[config.mk]
export PLATFORM = sky130hd
export DESIGN_NAME = taskfile_front
export DESIGN_NICKNAME = d
export VERILOG_FILES = /design/src/rtl/tf_pkg.sv /design/src/rtl/tf_ctrl.sv /design/src/rtl/tf_dpath.sv /design/src/rtl/taskfile_front.sv
export SDC_FILE = /design/constraint.sdc
export NUM_CORES = 1
export LEC_CHECK = 0
export CORE_MARGIN = 4
export CORE_UTILIZATION = 30
export DETAILED_ROUTE_END_ITERATION = 8
export DONT_BUFFER_PORTS = 1
export HOLD_SLACK_MARGIN = 0.03
export PLACE_DENSITY = 0.54
export SLEW_MARGIN = 20
export SYNTH_ARGS = -nofsm -noshare
export SYNTH_HDL_FRONTEND = slang
export SYNTH_SLANG_ARGS = --single-unit
[constraint.sdc]
create_clock -name clk -period 1.4 [get_ports clk]
set_input_delay 0.14 -clock clk [delete_from_list [all_inputs] [get_ports clk]]
set_output_delay 0.14 -clock clk [all_outputs]
set_load 0.02 [all_outputs]
[src/rtl/tf_pkg.sv]
package tf_pkg;

  localparam int OFS_DATA  = 0;
  localparam int OFS_FEAT  = 1;
  localparam int OFS_COUNT = 2;
  localparam int OFS_LBA0  = 3;
  localparam int OFS_LBA1  = 4;
  localparam int OFS_LBA2  = 5;
  localparam int OFS_DEV   = 6;
  localparam int OFS_CMD   = 7;
  localparam int OFS_ALT   = 8;

  localparam int BSY_BIT  = 7;
  localparam int DRQ_BIT  = 3;
  localparam int NIEN_BIT = 1;

  typedef enum logic [3:0] {
    RD_NONE, RD_DATA, RD_ERR, RD_COUNT, RD_AUX,
    RD_LBA1, RD_LBA2, RD_DEV, RD_STATUS, RD_SCRATCH
  } rdSel_e;

  typedef struct packed {
    logic   wrFeat;
    logic   wrCount;
    logic   wrLba0;
    logic   wrLba1;
    logic   wrLba2;
    logic   wrDev;
    logic   wrCmd;
    logic   wrDevCtl;
    logic   wrScratch;
    rdSel_e rdSel;
  } tfCtrl_t;

endpackage

[src/rtl/tf_ctrl.sv]
module tf_ctrl
  import tf_pkg::*;
#(
  parameter int ADDR_W = 4,
  parameter int BYTE_W = 8
) (
  input  logic              clk,
  input  logic              rstN,
  input  logic              busSel,
  input  logic              busWr,
  input  logic [ADDR_W-1:0] busAddr,
  input  logic [BYTE_W-1:0] drvStatus,
  input  logic              intSet,
  output tfCtrl_t           ctrl,
  output logic              pioRdStb,
  output logic              pioWrStb,
  output logic              cmdStrobe,
  output logic              irqPending
);

  logic writable;
  logic isWr;
  logic isRd;
  logic irqClear;
  int   ofs;

  assign writable = ~drvStatus[BSY_BIT] & ~drvStatus[DRQ_BIT];
  assign isWr     = busSel & busWr;
  assign isRd     = busSel & ~busWr;
  assign ofs      = int'(busAddr);

  always_comb begin
    ctrl = '0;
    ctrl.rdSel = RD_NONE;
    pioRdStb = 1'b0;
    pioWrStb = 1'b0;
    if (isWr) begin
      case (ofs)
        OFS_DATA:  pioWrStb       = 1'b1;
        OFS_FEAT:  ctrl.wrFeat    = writable;
        OFS_COUNT: ctrl.wrCount   = writable;
        OFS_LBA0:  ctrl.wrLba0    = writable;
        OFS_LBA1:  ctrl.wrLba1    = writable;
        OFS_LBA2:  ctrl.wrLba2    = writable;
        OFS_DEV:   ctrl.wrDev     = writable;
        OFS_CMD:   ctrl.wrCmd     = writable;
        OFS_ALT:   ctrl.wrDevCtl  = 1'b1;
        default:   ctrl.wrScratch = 1'b1;
      endcase
    end else if (isRd) begin
      case (ofs)
        OFS_DATA: begin
          pioRdStb   = 1'b1;
          ctrl.rdSel = RD_DATA;
        end
        OFS_FEAT:  ctrl.rdSel = RD_ERR;
        OFS_COUNT: ctrl.rdSel = RD_COUNT;
        OFS_LBA0:  ctrl.rdSel = RD_AUX;
        OFS_LBA1:  ctrl.rdSel = RD_LBA1;
        OFS_LBA2:  ctrl.rdSel = RD_LBA2;
        OFS_DEV:   ctrl.rdSel = RD_DEV;
        OFS_CMD:   ctrl.rdSel = RD_STATUS;
        OFS_ALT:   ctrl.rdSel = RD_STATUS;
        default:   ctrl.rdSel = RD_SCRATCH;
      endcase
    end
  end

  // Status read at the command offset, or an accepted command, drops the flag.
  assign irqClear = ctrl.wrCmd | (isRd && ofs == OFS_CMD);

  always_ff @(posedge clk or negedge rstN) begin
    if (!rstN) begin
      irqPending <= 1'b0;
      cmdStrobe  <= 1'b0;
    end else begin
      cmdStrobe <= ctrl.wrCmd;
      if (intSet) irqPending <= 1'b1;
      else if (irqClear) irqPending <= 1'b0;
    end
  end

  a_r3_strobe_from_cmd: assert property (@(posedge clk) disable iff (!rstN)
    cmdStrobe |-> $past(isWr && ofs == OFS_CMD && writable));

  a_r1_no_gated_param_write: assert property (@(posedge clk) disable iff (!rstN)
    !writable |-> !(ctrl.wrFeat || ctrl.wrCount || ctrl.wrLba0 || ctrl.wrLba1
                    || ctrl.wrLba2 || ctrl.wrDev || ctrl.wrCmd));

  a_r8_pio_strobes_exclusive: assert property (@(posedge clk) disable iff (!rstN)
    !(pioRdStb && pioWrStb));

endmodule

[src/rtl/tf_dpath.sv]
module tf_dpath
  import tf_pkg::*;
#(
  parameter int DATA_W = 16,
  parameter int BYTE_W = 8
) (
  input  logic              clk,
  input  logic              rstN,
  input  tfCtrl_t           ctrl,
  input  logic [DATA_W-1:0] busWdata,
  input  logic [BYTE_W-1:0] drvStatus,
  input  logic [BYTE_W-1:0] drvError,
  input  logic [BYTE_W-1:0] drvAux,
  input  logic [DATA_W-1:0] pioRdata,
  output logic [DATA_W-1:0] busRdata,
  output logic [BYTE_W-1:0] taskFeature,
  output logic [BYTE_W-1:0] taskCount,
  output logic [BYTE_W-1:0] taskLba0,
  output logic [BYTE_W-1:0] taskLba1,
  output logic [BYTE_W-1:0] taskLba2,
  output logic [BYTE_W-1:0] taskDevice,
  output logic [BYTE_W-1:0] cmdOpcode,
  output logic [BYTE_W-1:0] devCtl
);

  localparam int PAD_W = DATA_W - BYTE_W;

  logic [BYTE_W-1:0] wrByte;
  logic [DATA_W-1:0] scratch;

  assign wrByte = busWdata[BYTE_W-1:0];

  function automatic logic [DATA_W-1:0] widen(input logic [BYTE_W-1:0] b);
    return {{PAD_W{1'b0}}, b};
  endfunction

  always_ff @(posedge clk or negedge rstN) begin
    if (!rstN) begin
      taskFeature <= '0;
      taskCount   <= '0;
      taskLba0    <= '0;
      taskLba1    <= '0;
      taskLba2    <= '0;
      taskDevice  <= '0;
      cmdOpcode   <= '0;
      devCtl      <= '0;
      scratch     <= '0;
    end else begin
      if (ctrl.wrFeat)    taskFeature <= wrByte;
      if (ctrl.wrCount)   taskCount   <= wrByte;
      if (ctrl.wrLba0)    taskLba0    <= wrByte;
      if (ctrl.wrLba1)    taskLba1    <= wrByte;
      if (ctrl.wrLba2)    taskLba2    <= wrByte;
      if (ctrl.wrDev)     taskDevice  <= wrByte;
      if (ctrl.wrCmd)     cmdOpcode   <= wrByte;
      if (ctrl.wrDevCtl)  devCtl      <= wrByte;
      if (ctrl.wrScratch) scratch     <= busWdata;
    end
  end

  always_comb begin
    case (ctrl.rdSel)
      RD_DATA:    busRdata = pioRdata;
      RD_ERR:     busRdata = widen(drvError);
      RD_COUNT:   busRdata = widen(taskCount);
      RD_AUX:     busRdata = widen(drvAux);
      RD_LBA1:    busRdata = widen(taskLba1);
      RD_LBA2:    busRdata = widen(taskLba2);
      RD_DEV:     busRdata = widen(taskDevice);
      RD_STATUS:  busRdata = widen(drvStatus);
      RD_SCRATCH: busRdata = scratch;
      default:    busRdata = '0;
    endcase
  end

  a_r10_scratch_hold: assert property (@(posedge clk) disable iff (!rstN)
    !ctrl.wrScratch |=> $stable(scratch));

  a_r2_count_hold: assert property (@(posedge clk) disable iff (!rstN)
    !ctrl.wrCount |=> $stable(taskCount));

endmodule

[src/rtl/taskfile_front.sv]
module taskfile_front
  import tf_pkg::*;
#(
  parameter int ADDR_W = 4,
  parameter int DATA_W = 16,
  parameter int BYTE_W = 8
) (
  input  logic              clk,
  input  logic              rstN,
  input  logic              busSel,
  input  logic              busWr,
  input  logic [ADDR_W-1:0] busAddr,
  input  logic [DATA_W-1:0] busWdata,
  output logic [DATA_W-1:0] busRdata,
  input  logic [BYTE_W-1:0] drvStatus,
  input  logic [BYTE_W-1:0] drvError,
  input  logic [BYTE_W-1:0] drvAux,
  input  logic              intSet,
  input  logic [DATA_W-1:0] pioRdata,
  output logic              pioRdStb,
  output logic              pioWrStb,
  output logic [DATA_W-1:0] pioWdata,
  output logic              cmdStrobe,
  output logic [BYTE_W-1:0] cmdOpcode,
  output logic [BYTE_W-1:0] taskFeature,
  output logic [BYTE_W-1:0] taskCount,
  output logic [BYTE_W-1:0] taskLba0,
  output logic [BYTE_W-1:0] taskLba1,
  output logic [BYTE_W-1:0] taskLba2,
  output logic [BYTE_W-1:0] taskDevice,
  output logic [BYTE_W-1:0] devCtl,
  output logic              driveIrq
);

  tfCtrl_t ctrl;
  logic    irqPending;

  tf_ctrl #(.ADDR_W(ADDR_W), .BYTE_W(BYTE_W)) uCtrl (
    .clk(clk), .rstN(rstN), .busSel(busSel), .busWr(busWr), .busAddr(busAddr),
    .drvStatus(drvStatus), .intSet(intSet), .ctrl(ctrl), .pioRdStb(pioRdStb),
    .pioWrStb(pioWrStb), .cmdStrobe(cmdStrobe), .irqPending(irqPending)
  );

  tf_dpath #(.DATA_W(DATA_W), .BYTE_W(BYTE_W)) uDpath (
    .clk(clk), .rstN(rstN), .ctrl(ctrl), .busWdata(busWdata),
    .drvStatus(drvStatus), .drvError(drvError), .drvAux(drvAux),
    .pioRdata(pioRdata), .busRdata(busRdata), .taskFeature(taskFeature),
    .taskCount(taskCount), .taskLba0(taskLba0), .taskLba1(taskLba1),
    .taskLba2(taskLba2), .taskDevice(taskDevice), .cmdOpcode(cmdOpcode),
    .devCtl(devCtl)
  );

  assign pioWdata = busWdata;
  assign driveIrq = irqPending & ~devCtl[NIEN_BIT];

  logic busyNow;
  assign busyNow = drvStatus[BSY_BIT] | drvStatus[DRQ_BIT];

  a_r1_busy_keeps_params: assert property (@(posedge clk) disable iff (!rstN)
    (busSel && busWr && busyNow) |=> ($stable(taskFeature) && $stable(taskCount)
      && $stable(taskLba0) && $stable(taskLba1) && $stable(taskLba2)
      && $stable(taskDevice) && !cmdStrobe));

  a_r4_status_read_clears: assert property (@(posedge clk) disable iff (!rstN)
    (busSel && !busWr && int'(busAddr) == OFS_CMD && !intSet) |=> !driveIrq);

  a_r5_alt_read_keeps: assert property (@(posedge clk) disable iff (!rstN)
    (busSel && !busWr && int'(busAddr) == OFS_ALT && driveIrq) |=> driveIrq);

  a_r9_set_wins: assert property (@(posedge clk) disable iff (!rstN)
    (intSet && !(busSel && busWr && int'(busAddr) == OFS_ALT))
      |=> (driveIrq == ~devCtl[NIEN_BIT]));

  a_r11_idle_read_zero: assert property (@(posedge clk) disable iff (!rstN)
    !busSel |-> (busRdata == '0));

endmodule

==> Word-level counts from Yosys, hierarchy flattened <==
Cells that the tools add are included.
{ "classes": {"n_addsub": 0, "n_lt_le_gt_ge": 0, "n_mux": 20, "n_reduce_logical": 5, "shifts": 0, "mul": 0, "eq_ne": 18, "n_div": 0, "n_bitwise": 9} }
{ "ops": {"columns": ["op", "n"], "rows": [
  ["one-hot mux 16 bit (9 select lines)", 1],
  ["== test 4 x 3 -> 1 bit, second input constant", 8],
  ["zero test 32 bit", 1],
  ["one-hot mux 4 bit (8 select lines)", 1],
  ["== test 4 x 2 -> 1 bit, second input constant", 4],
  ["== test 4 bit, second input constant", 4],
  ["two-way mux 1 bit", 15],
  ["two-way mux 9 bit", 1],
  ["OR reduction 9 bit", 1],
  ["== test 4 x 1 -> 1 bit, second input constant", 2],
  ["two-way mux 4 bit", 2],
  ["bitwise AND 1 bit", 4],
  ["NOT 1 bit", 4],
  ["nonzero test 2 bit", 1],
  ["OR reduction 2 bit", 1],
  ["logical AND 1 bit", 1],
  ["OR 1 bit", 1]
]} }
{ "word_totals": {"ramBits": 0, "output_inout_bits": 100, "regBits": 82, "in_bits": 65, "word_cells": 63, "latchBits": 0, "rom_bits": 0, "mem_count": 0} }

==> Longest topological paths before layout <==
{ "depth": {"ltp_word": 7, "depth_mapped": 7, "depth_no_buf": 4} }

==> By module <==
Synthesis repeated with hierarchy kept, for this count alone.
{ "hier_totals": {"cells_unflattened": 339, "hier_area_um2": 4169.0} }
{ "by_module_without_submodules": {"columns": ["module", "instances", "area_per_inst_um2", "cells_per_inst", "seq_area_each_um2"], "rows": [
  ["tf_dpath", 1, 3721.1, 280, 2001.9],
  ["tf_ctrl", 1, 314.1, 42, 50.0],
  ["taskfile_front", 1, 133.9, 17, 0.0]
]} }

==> Worst setup path before layout <==
Ideal clock, no wire load.
{ "synth_path": {"kind": "in2out", "from": "input busAddr[1]", "to": "output busRdata[0]", "t_arrival_ps": 1404, "required_time_ps": 1260, "n_path_buf": 2, "path_slack_ps": -144, "stages": 6, "path_cell_list": "buf_4 buf_2 mux2i_1 o2bb2ai_1 a221o_1 a221o_1"} }
{ "synth_between": {"elab_chain_cells": 7, "word_cells_on_any_way": 23, "cone_classes": "eq/ne: 17; mux: 4; reduce/logical: 2"} }
{ "synth_lines": {"columns": ["element", "line", "rtl"], "rows": [
  ["from (decl)", "taskfile_front.sv:12", "input logic [ADDR_W-1:0] busAddr,"],
  ["== test 4 x 3 -> 1 bit / == test 4 bit (equally long branches)", "tf_ctrl.sv:51", "case (ofs)"],
  ["OR reduction 2 bit (no line)", null, null],
  ["one-hot mux 4 bit (8 select lines) (*)", "tf_ctrl.sv:51", null],
  ["two-way mux 4 bit (*)", "tf_ctrl.sv:50", "end else if (isRd) begin"],
  ["two-way mux 4 bit (*)", "tf_ctrl.sv:37", "if (isWr) begin"],
  ["== test 4 bit (tied with other cells)", "tf_dpath.sv:62", "case (ctrl.rdSel)"],
  ["one-hot mux 16 bit (9 select lines) (*)", "tf_dpath.sv:62", null],
  ["to (decl)", "taskfile_front.sv:14", "output logic [DATA_W-1:0] busRdata,"]
]} }
Every way passes the cells marked *; elsewhere a longest branch is shown, timed or not.

==> Worst setup path in the final report <==
{ "layout_path": {"from": "register uDpath.taskDevice[7]", "to": "output busRdata[7]"} }
{ "layout_between": {"elab_chain_cells": 1} }
{ "layout_lines": {"columns": ["element", "line", "rtl"], "rows": [
  ["from (decl)", "tf_dpath.sv:21", "output logic [BYTE_W-1:0] taskDevice,"],
  ["from (signal assigned)", "tf_dpath.sv:54", "if (ctrl.wrDev) taskDevice <= wrByte;"],
  ["one-hot mux 16 bit (9 select lines)", "tf_dpath.sv:62", null]
]} }
Every way passes these cells.

==> run summary <==
outcome: finished with violations
failing checks: negative hold slack, negative setup slack
share of total power in sequential cells: 48.2%
Fin Setup TNS: -3.889 ns
vias in the first global route: 2822
Tmin final: 1.923 ns
antenna-violating nets left: 0
Clock Latency Late Sink: 0.33 ns
initial antenna violation count: 0
Rows: 42
CTS root buffer: clkbuf_16
Setup CP Type: reg -> out
Fillers: 1295
final WL: 12520 um
unrepaired setup endpoints after global routing: yes
Die Y: 124.2 um
most frequent cell after synthesis: mux2_2
Synth Flop Type: dfrtp_1
cell type with the largest total area after synthesis: dfrtp_1
TritonCTS clock tree: done
Post-Syn Instances: 297
Nets: 409
Pleak: 2.338 nW
drt wl/cell: 23.84 um
Crit Path Max Fanout: 2
ranking of synthesized cells by area: dfrtp_1, mux2_2, buf_4, a221o_1, mux4_2
cts hold-fix bufs: 17
Final Cycle Share: 137.4%
switching share of power: 26.26%
Starting Density: 30.57%
die area: 15410 um^2
vias per cell: 5.112
Clock Skew: 0 ns
largest net degree at the start of global routing: 83
first-pass GRT wire length: 17930 um
H-tree Lvls: 3
Detailed Place HPWL: 9080 um
syn_area_per_cell: 13.63 um^2
Logic pwr share: 14.0%
Commonest cells post-synth: mux2_2, dfrtp_1, buf_4
worst slew pin tran: 0.6961 ns
I/O pin count: 165
Switch Pwr: 0.001617 W
Rel. slew slack: 53.42%
fin worst setup slack: -0.5235 ns
Final Power: 0.006158 W
Yosys cell types: 34
crit path launch: uDpath.taskDevice[7]
pwr/cell area: 1214 nW/um^2
Num Clock Sinks: 82
Port Buf Inserts: 0
diode count: 0
crit end category: output port
Pre-antenna DRT Iters: 4
final hold violations: 82
synth-to-layout area growth: 25.32%
syn_nets: 362
worst hold path type: in -> async
Worst Path Arrival: 1.78 ns
WHS: -0.5009 ns
Max-Cap Viols: 0
register bit total from synthesis: 82
Reg clk slew, reported paths: 0.06 ns
Remaining DRCs: 0
Post-synth ARST share: 100.0%
die width: 124.2 um
initial DRC count: 125
Placeable Area: 13240 um^2
Data required, critical path: 1.26 ns
share of cells above drive strength 1: 55.01%
critical register-to-register path startpoint: uDpath.taskDevice[6]
top-area cell type share of the netlist area: 50.70%
sequential share of the synthesized area: 50.70%
Setup-failing EPs final: 8
GP Congestion: 0.7923
Ys Warns: 0
Internal Pwr Total: 0.004540 W
max frequency: 519.9 MHz
number of CTS-inserted buffers: 9
vias: 2684
grt ovf: 0
CP Launch Type: register
clock share of power: 37.9%
Slew Limit Fails: 0
GRT Util Overall: 16.53%
Longest Clk Path Bufs: 2
Post-synth EDFFs: 0
Worst VDD drop: 583.0 uV
cell area after synthesis: 4048 um^2
-- metal layers --
metal	part of all wire (%)	global-route usage (%)	wire, um
met2	48	25.98	6048
met3	8.9	7.175	1118
met5	0	0	0
met1	40	19.59	5005
met4	2.7	7.392	344
-- state kept, by name, summed over array words and instances (netlist names) --
register / flops
uCtrl.cmdStrobe: 1
uCtrl.irqPending: 1
uDpath.cmdOpcode: 8
uDpath.devCtl: 8
uDpath.scratch: 16
uDpath.taskCount: 8
uDpath.taskDevice: 8
uDpath.taskFeature: 8
uDpath.taskLba0: 8
uDpath.taskLba1: 8
uDpath.taskLba2: 8
-- power groups by stage --
stage	sequential [W]	clock, W	combinational (W)
after global placement	0.00300	0	0.000760
after floorplan	0.00306	0	0.000569
after CTS	0.00297	0.00242	0.000865
after global routing	0.00300	0.00254	0.000921
after detailed placement	0.00301	0	0.000778
final	0.00297	0.00233	0.000859
-- final timing paths --
kind                                             end  depth (start not counted)  slack [ns]
worst min-delay path              uDpath.taskLba2[2]                          0       -0.50
worst min register to register      uCtrl.irqPending                          1        0.50
worst max-delay path                     busRdata[7]                          4       -0.52
max in group asynchronous         uDpath.taskLba1[7]                          0        1.78
worst max register to register  uDpath.taskDevice[6]                          3        0.36
min in group clk                     uCtrl.cmdStrobe                          4        0.17
-- cell usage in the layout (no fill, tap or decap), types with 2 or more instances in the layout --
| master | instances |
|---|---|
| mux2_2 | 83 |
| dfrtp_1 | 66 |
| buf_4 | 46 |
| dlygate4sd3_1 | 17 |
| dfrtp_2 | 16 |
| a221o_1 | 12 |
| clkbuf_16 | 9 |
| a22o_4 | 8 |
| nand3b_1 | 8 |
| nand2b_1 | 7 |
| a21oi_1 | 5 |
| nand2_1 | 5 |
| mux4_2 | 4 |
| nor2b_1 | 4 |
| nand4_1 | 4 |
| nand3_1 | 4 |
| nand3_2 | 4 |
| mux2_4 | 4 |
| mux2i_1 | 4 |
| o2bb2ai_1 | 4 |
| clkbuf_1 | 3 |
| buf_12 | 3 |
| nor2_1 | 2 |
| nor4b_4 | 2 |
| nor3_1 | 2 |
| nor2_2 | 2 |
| and4_1 | 2 |
| nand2_2 | 2 |
| clkinv_2 | 2 |
-- kinds of logic (layout without fill, tap and decap cells) --
family | after synthesis | after routing | share of synthesized area [%]
compound gates | 30 | 30 | 6.399
buf+inv | 31 | 83 | 5.069
flops | 82 | 82 | 50.70
mux | 96 | 96 | 27.70
simple gates | 58 | 58 | 10.14
-- layout make-up --
type	instances	area (um^2)	area share (%)
Multi-Input combinational cell	184	1911	37.67
Sequential cell	82	2072	40.85
Clock buffer	13	250.2	4.933
Inverter	1	3.754	0.07400
Tap cell	176	220.2	4.341
Clock inverter	3	40.04	0.7893
Timing Repair Buffer	66	575.6	11.35
-- worst max-delay path, cell delays in order (launching register included) --
cell and delay [ns]:
dfrtp_2 0.40, mux4_2 0.48, nand2b_1 0.11, nand3_2 0.09, a221o_1 0.37
-- metrics by stage --
step | instance area [um^2] | worst slack [ns] | std cells | util (%)
floorplan | 4183 | -0.1146 | 297 | -
global placement | 4572 | -0.1837 | 490 | 34.52
detailed placement | 4572 | -0.2175 | 490 | 34.52
CTS | 5052 | -0.5610 | 523 | 38.15
global route | 5072 | -0.6070 | 525 | 38.30
finish | 5072 | -0.5235 | 525 | 38.30
-- repair_timing --
item | in CTS | in global routing
gates resized for setup | 4 | 1
cloned | 0 | 0
hold endpoints to repair | 163 | 82
endpoints found under the setup margin | 16 | 8
setup buffers | 0 | 2
Power figures use the tool's default switching activity.
